==> src/rtl/nand_ready_poller.sv <==
module nand_ready_poller #(
  parameter int READ_INIT_US  = 6,
  parameter int READ_POLL_US  = 5,
  parameter int PROG_INIT_US  = 75,
  parameter int PROG_POLL_US  = 15,
  parameter int ERASE_INIT_US = 250,
  parameter int ERASE_POLL_US = 50,
  parameter int RST_INIT_US   = 5,
  parameter int RST_POLL_US   = 5,
  parameter int TIMEOUT_US    = 400000,
  parameter logic [7:0] STATUS_OPCODE = 8'h0F,
  parameter logic [7:0] STATUS_REG    = 8'hC0
) (
  input  logic       clk,
  input  logic       rst_n,
  input  logic       us_tick,
  input  logic       start,
  input  logic [1:0] op_kind,
  output logic       rd_req,
  output logic [7:0] rd_opcode,
  output logic [7:0] rd_addr,
  input  logic       rd_done,
  input  logic [7:0] rd_data,
  output logic       busy,
  output logic       done,
  output logic [7:0] final_status,
  output logic       op_fail,
  output logic [1:0] ecc_code,
  output logic       timed_out
);
  localparam int M1 = (READ_INIT_US > READ_POLL_US) ? READ_INIT_US : READ_POLL_US;
  localparam int M2 = (PROG_INIT_US > PROG_POLL_US) ? PROG_INIT_US : PROG_POLL_US;
  localparam int M3 = (ERASE_INIT_US > ERASE_POLL_US) ? ERASE_INIT_US : ERASE_POLL_US;
  localparam int M4 = (RST_INIT_US > RST_POLL_US) ? RST_INIT_US : RST_POLL_US;
  localparam int M12 = (M1 > M2) ? M1 : M2;
  localparam int M34 = (M3 > M4) ? M3 : M4;
  localparam int DMAX = (M12 > M34) ? M12 : M34;
  localparam int DW = $clog2(DMAX + 1);
  localparam int TW = $clog2(TIMEOUT_US + 1);

  localparam logic [1:0] K_READ  = 2'd0;
  localparam logic [1:0] K_PROG  = 2'd1;
  localparam logic [1:0] K_ERASE = 2'd2;

  typedef enum logic [1:0] {S_IDLE, S_WAIT, S_REQ} state_t;

  state_t         state;
  logic [1:0]     op_q;
  logic [DW-1:0]  dly;
  logic [TW-1:0]  elapsed;
  logic           late;
  logic [DW-1:0]  init_sel, poll_sel;
  logic           expire;

  assign rd_opcode = STATUS_OPCODE;
  assign rd_addr   = STATUS_REG;
  assign rd_req    = (state == S_REQ);
  assign busy      = (state != S_IDLE);
  assign expire    = us_tick && (elapsed == TW'(TIMEOUT_US - 1));

  always_comb begin
    case (op_kind)
      2'd0:    init_sel = DW'(READ_INIT_US);
      2'd1:    init_sel = DW'(PROG_INIT_US);
      2'd2:    init_sel = DW'(ERASE_INIT_US);
      default: init_sel = DW'(RST_INIT_US);
    endcase
    case (op_q)
      2'd0:    poll_sel = DW'(READ_POLL_US);
      2'd1:    poll_sel = DW'(PROG_POLL_US);
      2'd2:    poll_sel = DW'(ERASE_POLL_US);
      default: poll_sel = DW'(RST_POLL_US);
    endcase
  end

  always_ff @(posedge clk or negedge rst_n) begin
    if (!rst_n) begin
      state        <= S_IDLE;
      op_q         <= 2'd0;
      dly          <= '0;
      elapsed      <= '0;
      late         <= 1'b0;
      done         <= 1'b0;
      final_status <= 8'h00;
      op_fail      <= 1'b0;
      ecc_code     <= 2'b00;
      timed_out    <= 1'b0;
    end else begin
      done <= 1'b0;
      case (state)
        S_IDLE: if (start) begin
          op_q    <= op_kind;
          dly     <= init_sel;
          elapsed <= '0;
          late    <= 1'b0;
          state   <= S_WAIT;
        end
        S_WAIT: if (us_tick) begin
          elapsed <= elapsed + 1'b1;
          if (expire) begin
            state        <= S_IDLE;
            done         <= 1'b1;
            timed_out    <= 1'b1;
            final_status <= 8'h00;
            op_fail      <= 1'b0;
            ecc_code     <= 2'b00;
          end else if (dly <= DW'(1)) begin
            state <= S_REQ;
          end else begin
            dly <= dly - 1'b1;
          end
        end
        default: begin
          if (us_tick && !late) begin
            elapsed <= elapsed + 1'b1;
            if (expire) late <= 1'b1;
          end
          if (rd_done) begin
            if (late || (expire && !late)) begin
              state        <= S_IDLE;
              done         <= 1'b1;
              timed_out    <= 1'b1;
              final_status <= 8'h00;
              op_fail      <= 1'b0;
              ecc_code     <= 2'b00;
            end else if (rd_data[0]) begin
              dly   <= poll_sel;
              state <= S_WAIT;
            end else begin
              state        <= S_IDLE;
              done         <= 1'b1;
              timed_out    <= 1'b0;
              final_status <= rd_data;
              op_fail      <= ((op_q == K_ERASE) && rd_data[2]) ||
                              ((op_q == K_PROG) && rd_data[3]);
              ecc_code     <= (op_q == K_READ) ? rd_data[5:4] : 2'b00;
            end
          end
        end
      endcase
    end
  end
endmodule

==> config.mk <==
export PLATFORM = sky130hd
export DESIGN_NAME = nand_ready_poller
export DESIGN_NICKNAME = d
export VERILOG_FILES = /design/src/rtl/nand_ready_poller.sv
export SDC_FILE = /design/constraint.sdc
export NUM_CORES = 1
export LEC_CHECK = 0
export ABC_AREA = 1
export BUFFER_PORTS_ARGS = -buffer_cell sky130_fd_sc_hd__buf_2
export CORE_MARGIN = 1
export CORE_UTILIZATION = 30
export DETAILED_ROUTE_END_ITERATION = 6
export HOLD_SLACK_MARGIN = 0.08
export RECOVER_POWER = 25
export SLEW_MARGIN = 25
export SYNTH_ARGS = -nofsm -noshare
export SYNTH_HDL_FRONTEND = slang
export SYNTH_SLANG_ARGS = --single-unit
==> constraint.sdc <==
create_clock -name clk -period 2.6 [get_ports clk]
set_input_delay 0.52 -clock clk [delete_from_list [all_inputs] [get_ports clk]]
set_output_delay 0.52 -clock clk [all_outputs]
set_load 0.05 [all_outputs]
Word-level counts from Yosys, hierarchy flattened --
Index checks and enable logic that the tools add are counted.
Word-level totals: register bits 45, latch bits 0, RAM bits 0, ROM bits 0, logic and storage cells 110, memories kept 0
Operators by class: add/subtract/negate cells 2, $mul 0, divide/modulo/power cells 0, $lt $le $gt $ge 1, eq/ne operators 15, shift operators 0, mux-type cells 56, bitwise operators 2, reductions and logical operators 24
Operators by type and width (count):
- 2-to-1 mux 8 bit | 12
- 2-to-1 mux 19 bit | 3
- one-hot mux 19 bit (2 select lines) | 1
- one-hot mux 8 bit (2 select lines) | 2
- one-hot mux 8 bit (3 select lines) | 1
- 2-to-1 mux 2 bit | 11
- adder 19 x 1 -> 19 bit, second input constant | 1
- == test 19 bit, second input constant | 1
- 2-to-1 mux 1 bit | 19
- one-hot mux 6 bit (2 select lines) | 1
- inequality test 2 bit, second input constant | 5
- nonzero test 3 bit | 3
- <= comparator 8 x 1 -> 1 bit, second input constant | 1
- one-hot mux 1 bit (2 select lines) | 4
- one-hot mux 2 bit (2 select lines) | 2
- AND reduction 4 bit | 2
- nonzero test 2 bit | 4
- subtractor 8 x 1 -> 8 bit, second input constant | 1
- AND reduction 7 bit | 1
- == test 2 x 1 -> 1 bit, second input constant | 3
- == test 2 bit, second input constant | 3
- logical NOT 2 bit | 3
- inequality test 3 x 1 -> 1 bit, second input constant | 2
- logical AND 1 bit | 5
- other kinds (7) | 9

Depth between registers and ports, before layout --
Gate-level depths: netlist of the first run.
word-level depth 7, mapped depth 12

Least setup slack after synthesis of the first run --
No wires, ideal clock.
path kind register to register, start reg elapsed[0], end reg ecc_code[0], arrival 1.555 ns, setup slack 0.927 ns, cell stages (with the launch flop) 10, path buffers 1, clock period less this slack 1.673 ns, cells stage by stage dfrtp_1 -> ha_1 -> nand3_1 -> nor2_1 -> nand3_2 -> nand3_2 -> nand3_2 -> buf_2 -> nand3_1 -> nand2_1
Between the ends: cells in the longest elaborated chain, start to end 7
Ends and longest elaborated chain:
- from (decl) | RTL line 50 | logic [TW-1:0] elapsed;
- from (signal assigned) | RTL line 99 | elapsed <= elapsed + 1'b1;
- from (signal assigned) | RTL line 115 | elapsed <= elapsed + 1'b1;
- == test 19 bit * | RTL line 59 | assign expire = us_tick && (elapsed == TW'(TIMEOUT_US - 1));
- logical AND 1 bit * | RTL line 59
- logical AND 1 bit | RTL line 119 | if (late || (expire && !late)) begin
- logical OR 1 bit | RTL line 119
- 2-to-1 mux 2 bit | RTL line 119
- 2-to-1 mux 2 bit | RTL line 118 | if (rd_done) begin
- one-hot mux 2 bit (2 select lines) | RTL line 90 | case (state)
- to (signal assigned) | RTL line 136 | ecc_code <= (op_q == K_READ) ? rd_data[5:4] : 2'b00;
- to (decl) | RTL line 28 | output logic [1:0] ecc_code,
Mark *: on every way between the ends. The rest lies on a longest branch, timed or not. The select of a mux whose other input is x is not followed. A chain may end at the register's enable or synchronous reset.

Worst setup path after layout of the first run --
start reg state[1], end out busy
Between the ends: cells in the longest elaborated chain, start to end 1
Ends and longest elaborated chain:
- from (decl) | RTL line 47 | state_t state;
- from (signal assigned) | RTL line 78 | state <= S_IDLE;
- from (signal assigned) | RTL line 96 | state <= S_WAIT;
- from (signal assigned) | RTL line 101 | state <= S_IDLE;
- nonzero test 2 bit | RTL line 58 | assign busy = (state != S_IDLE);
- to (decl) | RTL line 24 | output logic busy,
No other way between the ends.

==> impl_metrics.toml, run 1 <==
[run_status]
status = "completed"

[synth]
avgSynthCellArea_sq_um = 7.18
syn_inst = 416
ys_ff_latch = 44
synth_largest_area_cell = "dfrtp_1"
ys.flop_type = "dfrtp_1"
yosysSeqAreaShare = 0.369
synth_edf_count = 0
synth.area.top_cells = "dfrtp_1, nand2_1, inv_1"
yosys_warnings = 0
synth_cell_types = 34
syn_area_sq_um = 2990
synthArstFlopShare = 1.00
synth_top_cell_area_share = 0.369

[clocking]
clock_path_buffers = 2
cts_made_buffers = 5
clkSinkCount = 44
cts_resized = 0
cts_tree = "yes"
hold_buffers = 0
clk_pin_slew_ps = 100
postCtsSetupBuffers = 0
root_buffer = "clkbuf_8"
cts_max_level = 2
worstSkewPairLatency_ps = 310

[floorplanning]
rows = 36
initial_core_util = 0.307
die-area_sq_um = 10400
fp.dieW_um = 102
ios = 46
fp.coreArea_sq_um = 9730
dieHeight_um = 102

[power_and_ir_drop]
p_leak_nw = 1.68
p_seq_frac = 0.318
combPwrFrac = 0.520
p_sw_frac = 0.510
ir_worst_vdd_mv = 0.429
clock_power_share = 0.162
power-per-cell-area_nw_per_um2 = 1020
p_switching_mw = 1.70
p_int_mw = 1.63
finalPower_mw = 3.34

[final_layout]
antenna_cells = 0
stdcell_count = 576
num-nets-final = 469
layout-drive-gt1-share = 0.131
final_util = 0.337
syn2layout_area_growth_pct = 9.64
final_area_sq_um = 3270

[critical_path]
critPathMaxFanout = 11
cp.arrival_ps = 1670
criticalPathCategory = "register to output port"
cp-startpoint = "state[1]"
r2r-start = "elapsed[0]"
critPathCaptureType = "output port"
worstPathRequired_ps = 2080
startpoint_type = "register"

[detailed_routing]
vias_per_cell = 4.60
drcViolationCount = 0
wl_per_cell_um = 11.6
first_iter_violations = 97
vias = 2648
dr.pass1.iters = 4
ant_nets = 0
drt-total-wl_um = 6680

[sta]
maxSlewHeadroom = 0.218
fin_skew_ps = 14.8
timing.final.crit_share = 0.844
setup_viol = 0
hold_viol_final = 0
fin_crit_ps = 2190
rsz0062_at_grt = "false"
worst_pin_slew_ps = 1170
setup-tns-final_ps = 0
report.final.slew_viol_count = 0
fmax_mhz = 456

[place]
port_buffers = 28
dpl-instance-area_sq_um = 3170
dp.cells = 568
hpwl_um = 5000
gp_congestion = 0.811

[global_routing]
grt_first_pass_wirelength_um = 11400
grt_pass1_vias = 2413
grt.overflow.total = 0
antenna_found_initial = 0
track_usage = 0.138
grt_start_max_net_pins = 25

[run]
cap_violations = 0

[min_path]
hp-class = "input port to async pin"
## power groups by stage
stage                     sequential (mW)  combinational (mW)  clock, mW
after detailed placement             1.07                1.73          0
after global routing                 1.09                1.95      0.576
after CTS                            1.06                1.74      0.557
after floorplan                      1.32                1.17          0
after global placement               1.07                1.73          0
final                                1.06                1.73      0.541
## metal layers
| metal | share of wire | vias up | wire length (um) | global-route usage |
|---|---|---|---|---|
| met5 | 0 | - | 0 | 0 |
| met4 | 0.014 | 0 | 94 | 0.0424 |
| met3 | 0.040 | 9 | 264 | 0.0262 |
| met2 | 0.45 | 58 | 2990 | 0.214 |
| met1 | 0.50 | 1229 | 3330 | 0.195 |
| li1 | - | 1352 | - | - |
## through the flow
stage               hold WS (ps)  worst slack (ps)
detailed placement           492               513
CTS                          174               427
global route                 547               278
global placement             487               616
floorplan                    224               927
finish                       421               405
## cells by family after synthesis
family / after synthesis / synth area share
AO/OA/AOI/OAI: 42 / 0.0804
adder cells (fa/ha/maj): 12 / 0.0503
buffers and inverters: 79 / 0.134
flip-flops: 44 / 0.369
other: 2 / 0.00251
AND/OR/NAND/NOR: 237 / 0.364
## synth_stat cells, types with 3 or more instances
cell type / n
nor3_1: 13
ha_1: 12
nand3_1: 35
o21ai_1: 3
nand3_2: 5
nand2_2: 4
a21oi_1: 11
dfrtp_1: 44
nand4_1: 14
inv_1: 50
nand2_1: 111
o21ai_0: 20
buf_6: 4
nor2_1: 47
buf_2: 4
buf_4: 17
## state kept, by name, summed over array words and instances, names as in the netlist, 2 cells and up
| signal | flops |
|---|---|
| ecc_code | 2 |
| final_status | 7 |
| dly | 8 |
| op_q | 2 |
| state | 2 |
| elapsed | 19 |
## layout make-up
class                   instances  area, sq um
flip-flops and latches         44         1100
well taps                     133          166
multi-input cells             308         1540
clock buffers                   5         68.8
fillers                      1052         6450
inverters                      53          201
clock inverters                 3         42.5
repair buffers                 30          151
## worst max-delay path, stage by stage (launching register included)
cell	delay [ps]
dfrtp_1	580
nor2_4	90
inv_1	330
buf_2	350
## cell usage in the layout, fill, tap and decap left out, types with 2 or more instances in the layout
cell,instances
buf_2,27
nand3_2,5
inv_2,2
inv_1,50
nor3_1,13
o21ai_1,3
nor2_1,47
nand2_2,4
o21ai_0,20
ha_1,12
clkbuf_8,5
o211ai_1,2
conb_1,17
a21oi_1,11
nand2_4,2
dfrtp_1,44
nand2_1,111
nand3_1,35
nand4_1,14
## final timing paths
| kind | cells past startpoint | slack (ps) | to |
|---|---|---|---|
| max | 3 | 410 | busy |
| min | 1 | 420 | dly[4] |
| max reg2reg | 9 | 490 | ecc_code[1] |
| min reg2reg | 2 | 510 | ecc_code[0] |
| max in group asynchronous | 2 | 960 | elapsed[16] |
| min in group clk | 2 | 510 | ecc_code[0] |
Note: power is estimated with default switching activity, not from simulation.
==> run 2: changes to the inputs <==
Clock period 2.6 ns to 1.82 ns, I/O delays scaled along.
==> run 2 against run 1 <==
  * Sequential cell count did not move
  * Power rose by 52%
  * Sequential power rose by 42%
  * Critical path type unchanged
  * Critical endpoint unchanged
  * Highest routed layer unchanged
==> impl_metrics.toml, run 2 (synthesis results as in run 1) <==
[sta]
timing.final.crit_share = 0.970
maxSlewHeadroom = 0.269
setup_ws_ps = 53.8
worst_pin_slew_ps = 1100
hold_slack_ps = 337
report.final.slew_viol_count = 0
rsz0062_at_grt = "false"
setup_viol = 0
fin_skew_ps = 7.25
fin_crit_ps = 1770
hold_viol_final = 0
setup-tns-final_ps = 0
fmax_mhz = 566

[final_layout]
largest_reg_flops = 19
syn2layout_area_growth_pct = 16.1
layout_common_cells = "nand2_1, inv_1, nor2_1"
reg_top3 = "elapsed (19), dly (8), final_status (7)"
layout-drive-gt1-share = 0.184
layout_commonest_cell = "nand2_1"
num-nets-final = 489
antenna_cells = 0
top_register = "elapsed"

[critical_path]
path_cells = "nor2_4 > inv_1 > buf_4 > clkbuf_4"
criticalPathCategory = "register to output port"
reg2reg_to = "final_status[6]"
cp.arrival_ps = 1400
rrSetupSlack_ps = 160
critPathSlowestCell = "dfrtp_2"
worstPathRequired_ps = 1460
cp.depth = 4
path_delay_family = "buffers and inverters"
critPathCaptureType = "output port"
slowest_delay_ps = 450
cp_num_buf_inv = 3
critPathMaxFanout = 6
startpoint_type = "register"
reg2regPathDepth = 9
r2r-start = "elapsed[1]"

[floorplanning]
fp.dieW_um = 102
initial_core_util = 0.307
fp.coreArea_sq_um = 9730
ios = 46
dieHeight_um = 102
die-area_sq_um = 10400
rows = 36

[detailed_routing]
drcViolationCount = 0
wl_per_cell_um = 11.6
first_iter_violations = 94
vias = 2714
vias_per_cell = 4.55
drt-total-wl_um = 6940
dr.pass1.iters = 4
ant_nets = 0

[clocking]
worstSkewPairLatency_ps = 300
cts_max_level = 2
cts_tree = "yes"
clk_pin_slew_ps = 100
clkSinkCount = 44
root_buffer = "clkbuf_8"
clock_path_buffers = 2
cts_made_buffers = 5

[place]
gp_congestion = 0.821
port_buffers = 28
hpwl_um = 5380
place_ws_ps = 96.4

[power_and_ir_drop]
power-per-cell-area_nw_per_um2 = 1460
ir_worst_vdd_mv = 0.529
p_leak_nw = 1.80

[global_routing]
antenna_found_initial = 0
grt_first_pass_wirelength_um = 11800
grt_start_max_net_pins = 45
grt_pass1_vias = 2619
grt.overflow.total = 0
track_usage = 0.144

[run_status]
status = "completed"

[run]
cap_violations = 0

[min_path]
hp-class = "input port to async pin"
==> run 2: worst max path at each step <==
| stage | startpoint | to | slack [ps] |
|---|---|---|---|
| after floorplan | elapsed[0] | ecc_code[0] | 150 |
| after global placement | state[1] | elapsed[13] | 120 |
| after detailed placement | state[1] | elapsed[11] | 100 |
| after CTS | state[1] | busy | 20 |
| after global routing | state[1] | busy | 20 |
| final | state[1] | busy | 50 |
==> run 2: metrics by stage <==
stage                     instances  cell area [sq um]  utilization  power, mW
final                           596               3470        0.356       5.05
after floorplan                 431               3040            -       3.56
after global routing            596               3470        0.356       5.45
after global placement          583               3280        0.337       4.11
after CTS                       593               3410        0.351       4.98
after detailed placement        583               3280        0.337       4.15
==> run 2: area by class of cell <==
cell class | instances | area, sq um
repair buffers | 50 | 305
clock inverters | 3 | 46.3
multi-input cells | 308 | 1570
fillers | 1057 | 6260
well taps | 133 | 166
clock buffers | 5 | 68.8
inverters | 53 | 206
flip-flops and latches | 44 | 1100
==> run 2: repair_timing <==
item	4_1_cts	5_1_grt
pin swaps	1	1
hold buffers	0	0
resized for setup	2	10
endpoints found under the setup margin	1	24
setup buffers	2	3
==> run 2: per-layer routing <==
metal  wire (um)  global-route usage  vias to the layer above  share of wire
met2        3340               0.250                       53           0.48
met1        3330               0.186                     1259           0.48
met3         217              0.0255                        7          0.031
met5           0                   0                        -              0
li1            -                   -                     1395              -
met4          53              0.0312                        0         0.0076
==> run 2: report_power, final <==
| group | total (mW) | internal [mW] | switching, mW |
|---|---|---|---|
| clock | 0.790 | 0.414 | 0.376 |
| combinational | 2.76 | 0.858 | 1.91 |
| sequential | 1.50 | 1.26 | 0.241 |
==> run 3: changes to the inputs <==
Settings changed: SETUP_SLACK_MARGIN set to 0.15.
==> run 3 against run 2 <==
  * Largest power group unchanged
  * Global-route usage is 0.42 points higher
  * Combinational power is 8.3% higher
  * Via count is 4.5% higher
  * Final area is 4.3% higher
  * Highest routed layer unchanged
  * Register-to-register slack better by 50 ps
  * Critical path depth stayed put
  * Maximum frequency is 9.5% higher
==> impl_metrics.toml, run 3 (synthesis results as in run 1) <==
[run_status]
status = "completed"

[power_and_ir_drop]
p_int_mw = 2.67
power-per-cell-area_nw_per_um2 = 1460
clock_power_share = 0.149
ir_worst_vdd_mv = 0.697
p_sw_frac = 0.495
p_seq_frac = 0.284
combPwrFrac = 0.567
p_switching_mw = 2.61
p_leak_nw = 1.85

[critical_path]
criticalPathCategory = "register to output port"
reg2regPathDepth = 10
r2r-start = "state[1]"
rrSetupSlack_ps = 210
reg2reg_to = "dly[1]"
critPathMaxFanout = 9
cp-startpoint = "state[1]"
startpoint_type = "register"
critPathCaptureType = "output port"
cp.arrival_ps = 1250
worstPathRequired_ps = 1460
cp-endpoint = "busy"

[global_routing]
grt_start_max_net_pins = 45
grt_first_pass_wirelength_um = 12100
antenna_found_initial = 0
grt.overflow.total = 0
track_usage = 0.148
grt_pass1_vias = 2621

[final_layout]
layout_common_cells = "nand2_1, inv_1, nor2_1"
layout_commonest_cell = "nand2_1"
largest_reg_flops = 19
layout-drive-gt1-share = 0.236
reg_top3 = "elapsed (19), dly (8), final_status (7)"
syn2layout_area_growth_pct = 21.1
stdcell_count = 603
num-nets-final = 496
top_register = "elapsed"
antenna_cells = 0

[place]
gp_congestion = 0.854
port_buffers = 28
hpwl_um = 5320
dp.cells = 579

[sta]
report.final.slew_viol_count = 0
rsz0062_at_grt = "true"
setup-tns-final_ps = 0
hold_viol_final = 0
fin_skew_ps = 3.74
fmax_mhz = 620
worst_pin_slew_ps = 1120
setup_viol = 0
fin_crit_ps = 1610
timing.final.crit_share = 0.886
maxSlewHeadroom = 0.255

[floorplanning]
ios = 46
fp.dieW_um = 102
rows = 36
dieHeight_um = 102
initial_core_util = 0.307
die-area_sq_um = 10400
fp.coreArea_sq_um = 9730

[detailed_routing]
vias = 2835
wl_per_cell_um = 12.2
first_iter_violations = 117
ant_nets = 0
vias_per_cell = 4.70
dr.pass1.iters = 4
drt-total-wl_um = 7380
drcViolationCount = 0

[run]
cap_violations = 0

[clocking]
worstSkewPairLatency_ps = 300
clkSinkCount = 44
clock_path_buffers = 2
cts_max_level = 2
root_buffer = "clkbuf_8"
cts_made_buffers = 5
clk_pin_slew_ps = 90
cts_tree = "yes"

[min_path]
hp-class = "input port to async pin"
## run 3: changes by cell type in the layout (fill, tap and decap cells not counted), moves of 2 or more
cell,before,now
buf_6,0,6
dfrtp_1,42,39
dfrtp_2,2,5
inv_1,50,47
inv_2,1,4
nand2_1,110,107
nand2_2,3,6
nand3_1,34,32
nor2_1,46,41
nor2_2,1,5
nor3_1,13,11
nor3_2,0,2
## run 3: power by group through the flow
stage	Combinational, mW	Sequential, mW	Clock, mW
2_1_floorplan	1.67	1.89	0
3_3_place_gp	2.56	1.51	0
3_5_place_dp	2.60	1.51	0
4_1_cts	2.74	1.50	0.809
5_1_grt	3.28	1.54	0.847
6_report	2.99	1.50	0.787
## run 3: final cells by class
cell class | instances | area, sq um
Inverter | 53 | 206
Multi-Input combinational cell | 309 | 1650
Clock inverter | 3 | 46.3
Sequential cell | 44 | 1110
Fill cell | 1043 | 6110
Clock buffer | 5 | 68.8
Timing Repair Buffer | 56 | 373
Tap cell | 133 | 166
## run 3: worst min-delay path by stage
stage,end,slack (ps),cells past startpoint
floorplan,dly[0],70,0
global placement,late,480,2
detailed placement,elapsed[13],490,2
CTS,elapsed[13],150,2
global route,state[1],370,4
finish,elapsed[13],340,2
## run 3: timing repair
action                                  CTS  global route
pin swaps                                 3             9
hold buffers                              0             0
resized for setup                        10            30
hold endpoints to repair                  0             0
setup buffers                             5            10
endpoints found under the setup margin   17            31
gates cloned                              0             1
## run 3: through the flow
step	power [mW]	setup WS [ps]	instance area [sq um]	utilization	hold WS, ps
6_report	5.28	207	3620	0.372	341
5_1_grt	5.66	100	3620	0.372	369
4_1_cts	5.05	134	3450	0.354	150
3_5_place_dp	4.11	81.0	3250	0.334	489
3_3_place_gp	4.07	146	3250	0.334	480
2_1_floorplan	3.56	160	3050	-	68.4
## run 3: per-layer routing
layer / track usage / up-vias / wire length [um]
li1: - / 1402 / -
met3: 0.0248 / 6 / 293
met5: 0 / - / 0
met4: 0.0379 / 0 / 54
met1: 0.207 / 1364 / 3580
met2: 0.237 / 63 / 3450
## run 3: worst max-delay path, stage by stage, from the launching register on
cell and delay [ps]:
dfrtp_2 460, nor2_4 140, inv_2 60, buf_6 140, buf_6 150
